==> src/rtl/share_vault_pkg.sv <==
package share_vault_pkg;

    typedef enum logic [1:0] {
        ST_IDLE  = 2'b00,
        ST_SCRUB = 2'b01,
        ST_STALL = 2'b11,
        ST_DONE  = 2'b10
    } vault_state_e;

    localparam logic [31:0] POLY32 = 32'h8020_0003;

endpackage

==> src/rtl/sv_galois_lfsr.sv <==
module sv_galois_lfsr #(
    parameter int           W    = 32,
    parameter logic [W-1:0] POLY = W'(share_vault_pkg::POLY32),
    parameter logic [W-1:0] SEED = W'(1)
) (
    input  logic         clk_i,
    input  logic         rst_ni,
    input  logic         step_i,
    output logic [W-1:0] state_o
);
    logic [W-1:0] state_q;
    logic [W-1:0] next_s;

    always_comb begin
        if (state_q[0]) begin
            next_s = (state_q >> 1) ^ POLY;
        end else begin
            next_s = state_q >> 1;
        end
    end

    always_ff @(posedge clk_i) begin
        if (!rst_ni) begin
            state_q <= SEED;
        end else if (step_i) begin
            if (next_s == '0) begin
                state_q <= SEED;
            end else begin
                state_q <= next_s;
            end
        end
    end

    assign state_o = state_q;

    AST_LFSR_NONZERO: assert property (@(posedge clk_i) disable iff (!rst_ni)
        state_q != '0);

    AST_LFSR_HOLD: assert property (@(posedge clk_i) disable iff (!rst_ni)
        !step_i |=> $stable(state_q));

endmodule

==> src/rtl/sv_wipe_ctrl.sv <==
module sv_wipe_ctrl
    import share_vault_pkg::*;
#(
    parameter int FIX_CYC  = 4,
    parameter int DLY_BITS = 4
) (
    input  logic                clk_i,
    input  logic                rst_ni,
    input  logic                wipe_i,
    input  logic                anomaly_i,
    input  logic [DLY_BITS-1:0] delay_i,
    output logic                busy_o,
    output logic                done_o,
    output logic                start_o,
    output logic                alert_o
);
    localparam int MAX_RUN = FIX_CYC + (1 << DLY_BITS) - 1;
    localparam int CNT_MAX = (FIX_CYC > (1 << DLY_BITS)) ? FIX_CYC : (1 << DLY_BITS);
    localparam int CNT_W   = $clog2(CNT_MAX + 1);

    vault_state_e        state_q, state_d;
    logic [CNT_W-1:0]    cnt_q, cnt_d;
    logic [DLY_BITS-1:0] dly_q, dly_d;
    logic                alert_q;
    logic                trigger;

    assign trigger = wipe_i | anomaly_i;

    // state register
    always_ff @(posedge clk_i) begin
        if (!rst_ni) begin
            state_q <= ST_IDLE;
            cnt_q   <= '0;
            dly_q   <= '0;
            alert_q <= 1'b0;
        end else begin
            state_q <= state_d;
            cnt_q   <= cnt_d;
            dly_q   <= dly_d;
            alert_q <= alert_q | anomaly_i;
        end
    end

    // next state
    always_comb begin
        state_d = state_q;
        cnt_d   = cnt_q;
        dly_d   = dly_q;
        unique case (state_q)
            ST_IDLE: begin
                if (trigger) begin
                    state_d = ST_SCRUB;
                    cnt_d   = CNT_W'(FIX_CYC - 1);
                    dly_d   = delay_i;
                end
            end
            ST_SCRUB: begin
                if (cnt_q == '0) begin
                    if (dly_q == '0) begin
                        state_d = ST_DONE;
                    end else begin
                        state_d = ST_STALL;
                        cnt_d   = CNT_W'(dly_q) - CNT_W'(1);
                    end
                end else begin
                    cnt_d = cnt_q - CNT_W'(1);
                end
            end
            ST_STALL: begin
                if (cnt_q == '0) begin
                    state_d = ST_DONE;
                end else begin
                    cnt_d = cnt_q - CNT_W'(1);
                end
            end
            ST_DONE: begin
                if (trigger) begin
                    state_d = ST_SCRUB;
                    cnt_d   = CNT_W'(FIX_CYC - 1);
                    dly_d   = delay_i;
                end else begin
                    state_d = ST_IDLE;
                end
            end
            default: begin
                state_d = ST_SCRUB;
                cnt_d   = CNT_W'(FIX_CYC - 1);
            end
        endcase
    end

    // outputs
    always_comb begin
        busy_o  = 1'b0;
        done_o  = 1'b0;
        start_o = 1'b0;
        unique case (state_q)
            ST_IDLE:  start_o = trigger;
            ST_SCRUB: busy_o  = 1'b1;
            ST_STALL: busy_o  = 1'b1;
            ST_DONE: begin
                done_o  = 1'b1;
                start_o = trigger;
            end
            default:  busy_o  = 1'b1;
        endcase
    end

    assign alert_o = alert_q;

    logic [CNT_W:0] run_q;
    always_ff @(posedge clk_i) begin
        if (!rst_ni) begin
            run_q <= '0;
        end else if (busy_o) begin
            run_q <= run_q + (CNT_W + 1)'(1);
        end else begin
            run_q <= '0;
        end
    end

    AST_BUSY_BOUNDED: assert property (@(posedge clk_i) disable iff (!rst_ni)
        busy_o |-> (int'(run_q) < MAX_RUN));
    AST_BUSY_MIN: assert property (@(posedge clk_i) disable iff (!rst_ni)
        done_o |-> (int'(run_q) >= FIX_CYC));
    AST_DONE_PULSE: assert property (@(posedge clk_i) disable iff (!rst_ni)
        done_o |=> !done_o);
    AST_DONE_AFTER_BUSY: assert property (@(posedge clk_i) disable iff (!rst_ni)
        done_o |-> $past(busy_o));
    AST_ALERT_STICKY: assert property (@(posedge clk_i) disable iff (!rst_ni)
        alert_o |=> alert_o);
    AST_ANOMALY_ALERT: assert property (@(posedge clk_i) disable iff (!rst_ni)
        anomaly_i |=> alert_o);
    AST_ANOMALY_WIPE: assert property (@(posedge clk_i) disable iff (!rst_ni)
        (anomaly_i && !busy_o) |=> busy_o);
    AST_WIPE_NO_ALERT: assert property (@(posedge clk_i) disable iff (!rst_ni)
        (!alert_o && !anomaly_i) |=> !alert_o);

endmodule

==> src/rtl/share_vault.sv <==
module share_vault #(
    parameter int                  SHARE_W  = 32,
    parameter int                  FIX_CYC  = 4,
    parameter int                  DLY_BITS = 4,
    parameter logic [SHARE_W-1:0]  POLY     = SHARE_W'(share_vault_pkg::POLY32),
    parameter logic [SHARE_W-1:0]  SEED_A   = SHARE_W'(32'h1234_5678),
    parameter logic [SHARE_W-1:0]  SEED_B   = SHARE_W'(32'h0BAD_5EED),
    parameter logic [SHARE_W-1:0]  SEED_D   = SHARE_W'(32'h7A3C_91E5)
) (
    input  logic               clk_i,
    input  logic               rst_ni,
    input  logic               load_i,
    input  logic [SHARE_W-1:0] share_a_i,
    input  logic [SHARE_W-1:0] share_b_i,
    input  logic               wipe_i,
    input  logic               anomaly_i,
    output logic [SHARE_W-1:0] share_a_o,
    output logic [SHARE_W-1:0] share_b_o,
    output logic               busy_o,
    output logic               done_o,
    output logic               alert_o
);
    localparam int NUM_SH = 2;
    localparam logic [SHARE_W-1:0] SEEDS [NUM_SH] = '{SEED_A, SEED_B};

    initial begin
        assert (SHARE_W >= 32 && DLY_BITS <= SHARE_W && FIX_CYC >= 1 && SEED_A != SEED_B)
            else $error("share_vault: illegal parameters");
    end

    logic                busy, start;
    logic [SHARE_W-1:0]  dly_state;
    logic [SHARE_W-1:0]  lfsr_val [NUM_SH];
    logic [SHARE_W-1:0]  share_q  [NUM_SH];
    logic [SHARE_W-1:0]  share_in [NUM_SH];

    assign share_in[0] = share_a_i;
    assign share_in[1] = share_b_i;

    sv_galois_lfsr #(.W(SHARE_W), .POLY(POLY), .SEED(SEED_D)) i_dly_lfsr (
        .clk_i   (clk_i),
        .rst_ni  (rst_ni),
        .step_i  (start),
        .state_o (dly_state)
    );

    sv_wipe_ctrl #(.FIX_CYC(FIX_CYC), .DLY_BITS(DLY_BITS)) i_ctrl (
        .clk_i     (clk_i),
        .rst_ni    (rst_ni),
        .wipe_i    (wipe_i),
        .anomaly_i (anomaly_i),
        .delay_i   (dly_state[DLY_BITS-1:0]),
        .busy_o    (busy),
        .done_o    (done_o),
        .start_o   (start),
        .alert_o   (alert_o)
    );

    for (genvar s = 0; s < NUM_SH; s++) begin : g_share
        sv_galois_lfsr #(.W(SHARE_W), .POLY(POLY), .SEED(SEEDS[s])) i_lfsr (
            .clk_i   (clk_i),
            .rst_ni  (rst_ni),
            .step_i  (busy),
            .state_o (lfsr_val[s])
        );

        always_ff @(posedge clk_i) begin
            if (!rst_ni) begin
                share_q[s] <= '0;
            end else if (busy) begin
                share_q[s] <= lfsr_val[s];
            end else if (load_i && !start) begin
                share_q[s] <= share_in[s];
            end
        end
    end

    assign share_a_o = share_q[0];
    assign share_b_o = share_q[1];
    assign busy_o    = busy;

    AST_LOAD_CAPTURE: assert property (@(posedge clk_i) disable iff (!rst_ni)
        (load_i && !busy && !wipe_i && !anomaly_i) |=>
        (share_a_o == $past(share_a_i) && share_b_o == $past(share_b_i)));
    AST_SCRUB_NONZERO: assert property (@(posedge clk_i) disable iff (!rst_ni)
        $past(busy) |-> (share_a_o != '0 && share_b_o != '0));
    AST_SHARES_DIFFER: assert property (@(posedge clk_i) disable iff (!rst_ni)
        $past(busy) |-> (share_a_o != share_b_o));
    AST_IDLE_HOLD: assert property (@(posedge clk_i) disable iff (!rst_ni)
        (!busy && !load_i) |=> ($stable(share_a_o) && $stable(share_b_o)));

endmodule

==> config.mk <==
export PLATFORM = sky130hd
export DESIGN_NAME = share_vault
export DESIGN_NICKNAME = d
export VERILOG_FILES = /design/src/rtl/share_vault_pkg.sv /design/src/rtl/sv_galois_lfsr.sv /design/src/rtl/sv_wipe_ctrl.sv /design/src/rtl/share_vault.sv
export SDC_FILE = /design/constraint.sdc
export NUM_CORES = 1
export LEC_CHECK = 0
export ABC_AREA = 1
export BUFFER_PORTS_ARGS = -buffer_cell sky130_fd_sc_hd__buf_4
export CAP_MARGIN = 30
export CORE_ASPECT_RATIO = 0.6
export CORE_MARGIN = 2
export CORE_UTILIZATION = 55
export DETAILED_ROUTE_END_ITERATION = 7
export PLACE_DENSITY = 0.8
export SYNTH_ARGS = -nofsm -noshare
export SYNTH_HDL_FRONTEND = slang
export SYNTH_SLANG_ARGS = --single-unit
==> constraint.sdc <==
create_clock -name clk_i -period 2.7 [get_ports clk_i]
set_clock_uncertainty 0.2 [all_clocks]
set_input_delay 0 -clock clk_i [delete_from_list [all_inputs] [get_ports clk_i]]
set_output_delay 0 -clock clk_i [all_outputs]
set_load 0.05 [all_outputs]
==> qor.txt, run 1 <==
Status: finished clean
Post-Syn Instances: 848
Crit share post-route: 89.8%
Yosys reg bits: 172
Min Hold Slack: 0.0148 ns
Total core area: 12800 µm²
Int Power: 0.00490 W
Worst skew pair latency: 0.43 ns
Leakage power: 4.54 nW
Maximum fanout along the worst path: 46
TritonCTS clock tree: yes
RD Place Congestion: 0.832
Syn Nets: 919
Full die area: 14000 µm²
DR vias/cell: 5.25
Clock transition at path regs: 0.07 ns
Worst Setup SP: i_ctrl.state_q[0]
Yosys cell types: 25
Via count: 6428
First-pass GRT wire length: 30.0 mm
Worst-Margin Slew: 0.616 ns
WS Path Type: register to register
Data arrival, critical path: 2.40 ns
DRC: 0
Warnings, synthesis: 0
MaxCap Viol Count: 0
Sw frac: 31.3%
Setup-failing EPs final: 0
Post-DP HPWL: 11.1 mm
Share of cells above drive strength 1: 18.2%
Final nets: 1113
Max-slew violations: 0
Post-route setup slack: 0.276 ns
Post-synth EDFFs: 64
Psw: 0.00223 W
Final hold vios: 0
Clock buffer depth: 2
Worst Hold Class: input pin to register
H-Tree Level Count: 4
Average wire per standard cell: 15.3 µm
Number of I/O pins: 136
Drt initial violations: 624
F_max: 412 MHz
RSZ-0062 raised after global routing: false
P&R area growth vs syn: 34.5%
WHS Path Cells: 4
Setup Fix Bufs, Post-CTS: 0
Diodes inserted: 0
Worst rel slew slack: 58.8%
Asr flop ratio synth: 0%
Vias in the first global route: 6203
Setup Slack @ Placement: 0.765 ns
Final WL: 18.7 mm
Power Density: 740 nW/µm²
Worst R2R Start: i_ctrl.state_q[0]
Sequential element share of the synthesized area: 56.9%
Sequential Power Share: 44.3%
Worst setup EP type: register
Num CTS Buffers: 17
Final Util: 75.5%
Worst Hold Launch: load_i
Synth Flop Type: dfxtp_1
Syn avg cell area: 8.46 µm²
Post-layout min period: 2.42 ns
Root Buffer: clkbuf_16
Logic pwr share: 21.1%
Worst r2r path cells: 5
Worst endpoint required time: 2.67 ns
Rows: 32
Port Buffers: 135
Setup TNS Final: 0 ns
Effective utilization at floorplan: 56.2%
Die height: 92.5 µm
Largest net degree at the start of global routing: 51
Initial antenna violation count: 0
DR pass1 iterations: 5
Clock Sinks: 172
Residual overflow from global routing: 0
Startpoint types: register
Worst VDD drop: 0.000678 V
Netlist Area Pre-Place: 7170 µm²
GRT Resource Usage Total: 27.4%
DIE WIDTH: 151 µm
Clock network fraction of total power: 34.7%
Final ANT Viol Nets: 0
==> worst max-delay path, stage by stage (launching register included) <==
cell and delay, ns:
dfxtp_1 0.58, nor2_4 0.10, nand3_2 0.10, buf_4 0.45
o21ai_0 0.16, dlygate4sd3_1 0.59
==> registers in the layout, indices dropped and copies added (netlist names) <==
signal,cells
g_share.i_lfsr.state_o,64
i_ctrl.state_q,2
i_ctrl.cnt_q,5
share_q,64
i_ctrl.dly_q,4
i_ctrl.alert_o,1
i_dly_lfsr.state_o,32
==> cell families after synthesis <==
logic type      after synthesis  share of synthesized area [%]
flops                       172                           56.9
fa+ha+maj                     2                          0.349
compound gates              181                           14.3
buf+inv                     210                           11.8
simple gates                276                           15.8
xor+xnor                      7                          0.855
==> path summary, 6_finish.rpt <==
path / endpoint / slack [ns]
worst max-delay path: share_q[0][21] / 0.28
worst min-delay path: share_q[1][0] / 0.01
worst max register to register: share_q[0][21] / 0.28
worst min register to register: i_ctrl.cnt_q[4] / 0.24
==> final cells by class <==
class / instances / area (µm²)
flip-flops and latches: 172 / 4080
multi-input cells: 466 / 2260
repair buffers: 220 / 1890
inverters: 165 / 619
well taps: 170 / 213
fillers: 843 / 3120
clock inverters: 14 / 159
clock buffers: 18 / 429
==> power by group through the flow <==
stage          clock, W  combinational (W)  sequential (W)
2_1_floorplan         0           0.000579         0.00357
3_5_place_dp          0            0.00138         0.00320
3_3_place_gp          0            0.00136         0.00320
5_1_grt         0.00261            0.00162         0.00319
6_report        0.00247            0.00150         0.00316
4_1_cts         0.00248            0.00149         0.00315
==> cells in the final DEF, fill, tap and decap left out, drive strengths merged <==
cell type and instances:
inv 171, buf 146, nor2 120, nand2 114, dfxtp 108, o22ai 84
dlygate4sd3 74, a21oi 65, edfxtp 64, nand3 31, o21ai 25, clkbuf 18
nor3 8, xnor2 7, a211oi 7, clkinv 5, nand4 3, ha 2
bufinv 2, clkinvlp 1
==> cells in the mapped netlist, drive strengths merged (8+ instances only) <==
cell type	number	area share (%)
clkbuf	21	1.1
nor3	8	0.56
buf	24	2.0
o22ai	84	7.3
edfxtp	64	27
a21oi	65	4.5
nor2	120	6.5
dfxtp	108	30
inv	165	8.6
nand2	114	6.2
o21ai	25	1.7
nand3	31	2.2
==> repair_timing <==
action / in CTS / in global routing
setup endpoints to repair: 0 / 0
resized for setup: 0 / 0
hold buffers: 74 / 0
hold endpoints to repair: 79 / 0
==> metrics by stage <==
step / cells / area, µm² / power, W
global route: 1225 / 9650 / 0.00742
finish: 1225 / 9650 / 0.00714
detailed placement: 1119 / 8320 / 0.00458
floorplan: 848 / 7170 / 0.00415
CTS: 1225 / 9650 / 0.00711
global placement: 1119 / 8320 / 0.00456
==> metal layers <==
layer / wire (µm) / share of wire [%] / vias up / track usage, %
met3: 1520 / 8.1 / 28 / 6.01
met1: 8340 / 44 / 2971 / 37.4
met4: 284 / 1.5 / 0 / 8.49
li1: - / - / 3145 / -
met2: 8600 / 46 / 284 / 43.7
met5: 0 / 0 / - / 0
Note: power is estimated with default switching activity, not from simulation.
==> run 2: changes to the inputs <==
Settings changed: CAP_MARGIN 30 to 0, CORE_UTILIZATION 55 to 25, PLACE_DENSITY 0.8 to default, PLACE_DENSITY_LB_ADDON from default to 0.2.
==> run 2 against run 1 <==
  * Die area increased by 120%
  * Highest routed layer unchanged
  * Combinational power about the same
  * Design area rose by 2.3%
  * First-iteration DRC count shrank 47%
==> qor.txt, run 2 (same netlist as run 1, synthesis figures left out) <==
Min Hold Slack: 0.0574 ns (+0.0426 ns)
Worst rel slew slack: 62.0% (+3.2 points)
Placed insts: 1316 (+18%)
Num CTS Buffers: 17 (unchanged)
Total core area: 27900 µm² (+120%)
Final hold vios: 0 (unchanged)
DR pass1 iterations: 4 (-1)
Met3 Resource Use GR: 2.73% (-3.3 points)
Filler Cells Inserted: 2884 (+240%)
First-pass GRT wire length: 31.7 mm (+5.9%)
Rows: 47 (+47%)
Clock transition at path regs: 0.07 ns (about the same)
TritonCTS clock tree: yes
Hold endpoint: share_q[1][24]
Setup-failing EPs final: 0 (unchanged)
Worst R2R Start: i_ctrl.state_q[0]
Port Buffers: 135 (unchanged)
Post-DP HPWL: 12.9 mm (+16%)
Maximum fanout along the worst path: 34 (-26%)
Root Buffer: clkbuf_16
DIE WIDTH: 223 µm (+47%)
Effective utilization at floorplan: 25.7% (-30 points)
Finished Layout Cells: 1418 (+16%)
Diodes inserted: 0 (unchanged)
DR vias/cell: 4.25 (-19%)
Average wire per standard cell: 14.0 µm (-8.3%)
Final WL: 19.9 mm (+6.1%)
DRC: 0 (unchanged)
RSZ-0062 raised after global routing: false
Worst Hold Launch: load_i
Leakage power: 4.52 nW (-0.45%)
WHS Path Cells: 3 (-1)
Residual overflow from global routing: 0 (unchanged)
Setup TNS Final: 0 ns (unchanged)
Drt initial violations: 328 (-47%)
Worst Hold Class: input pin to register
RR Endpoint: share_q[0][21]
Worst endpoint required time: 2.69 ns (+0.02 ns)
Final nets: 1109 (-0.36%)
Initial antenna violation count: 0 (unchanged)
Crit share post-route: 88.2% (-1.5 points)
Power Density: 738 nW/µm² (-0.29%)
RD Place Congestion: 0.784 (-5.8%)
Max-slew violations: 0 (unchanged)
Status: finished clean
Via count: 6022 (-6.3%)
Largest net degree at the start of global routing: 65 (+27%)
Post-layout min period: 2.38 ns (-0.0418 ns)
Met1 usage: 19.7% (-18 points)
Commonest non-fill, non-tap cell in the layout: inv_1
Number of I/O pins: 136 (unchanged)
Final ANT Viol Nets: 0 (unchanged)
Area of the multi-input gates: 2260 µm² (+0.11%)
Startpoint types: register
Worst-Margin Slew: 0.569 ns (-0.0463 ns)
Clock Sinks: 172 (unchanged)
Full die area: 30100 µm² (+120%)
Worst skew pair latency: 0.43 ns (about the same)
H-Tree Level Count: 4 (unchanged)
Busiest layer in global routing: met2
M2 GR Usage: 20.0% (-24 points)
Vias in the first global route: 5942 (-4.2%)
Worst setup EP type: register
GRT Resource Usage Total: 13.6% (-14 points)
Worst VDD drop: 0.000353 V (-48%)
Die height: 135 µm (+46%)
Commonest non-fill, non-tap cells in the layout: inv_1, buf_4, nor2_1
P&R area growth vs syn: 37.6%
Clock buffer depth: 2 (unchanged)
F_max: 420 MHz (+1.8%)
WS Path Type: register to register
Worst r2r path cells: 5 (unchanged)
Share of cells above drive strength 1: 18.1% (-0.12 points)
MaxCap Viol Count: 0 (unchanged)
FF+latch area: 4080 µm² (unchanged)
Data arrival, critical path: 2.37 ns (-0.03 ns)
R2R Setup Slk: 0.32 ns (+0.04 ns)
[run 2: cell types whose count changed in the layout (fill, tap and decap cells not counted), sizes merged]
cell / change
clkinv: -1
inv: -5
clkinvlp: +1
dlygate4sd3: -4
clkbuf: +3
bufinv: +2
[run 2: worst max-delay path by stage]
stage / startpoint / to
2_1_floorplan: i_ctrl.state_q[0] / share_q[0][0]
3_3_place_gp: i_ctrl.state_q[0] / i_dly_lfsr.state_o[14]
3_5_place_dp: i_ctrl.state_q[0] / i_dly_lfsr.state_o[26]
4_1_cts: i_ctrl.state_q[0] / share_q[0][21]
5_1_grt: i_ctrl.state_q[0] / share_q[0][21]
6_report: i_ctrl.state_q[0] / share_q[0][21]
[run 2: area by class of cell]
cell class,count,area share (%)
clock buffers,21,4.56
multi-input cells,466,22.9
clock inverters,11,1.69
well taps,367,4.65
inverters,165,6.27
repair buffers,216,18.6
flip-flops and latches,172,41.4
[run 2: worst max-delay path, stage by stage (launching register included)]
cell and delay, ns:
dfxtp_1 0.63, nor2_4 0.11, nand3_2 0.12, buf_4 0.38, o21ai_0 0.13, dlygate4sd3_1 0.56
[run 2: what timing repair did]
action / in CTS / in global routing
hold buffers: 70 / 0
hold endpoints to repair: 80 / 0
buffers inserted: 0 / 0
endpoints found under the setup margin: 0 / 0
resized for setup: 0 / 0
[run 2: power breakdown]
group	leakage [nW]	switching (W)	internal, W
Clock	0.295	0.00107	0.00157
Sequential	1.59	0.000160	0.00299
Combinational	2.63	0.000970	0.000517
Total	4.52	0.00220	0.00508
[run 2: routing by layer]
layer	vias up	wire length [µm]
met5	-	0
met2	91	8400
li1	3134	-
met1	2776	10500
met4	0	315
met3	21	632
[run 2: through the flow]
stage / setup WS [ns] / utilization [%] / power, W / area, µm²
2_1_floorplan: 0.505 / - / 0.00415 / 7170
5_1_grt: 0.162 / 35.4 / 0.00763 / 9870
3_3_place_gp: 0.787 / 30.7 / 0.00461 / 8560
3_5_place_dp: 0.723 / 30.7 / 0.00462 / 8560
4_1_cts: 0.310 / 35.4 / 0.00735 / 9870
6_report: 0.318 / 35.4 / 0.00728 / 9870
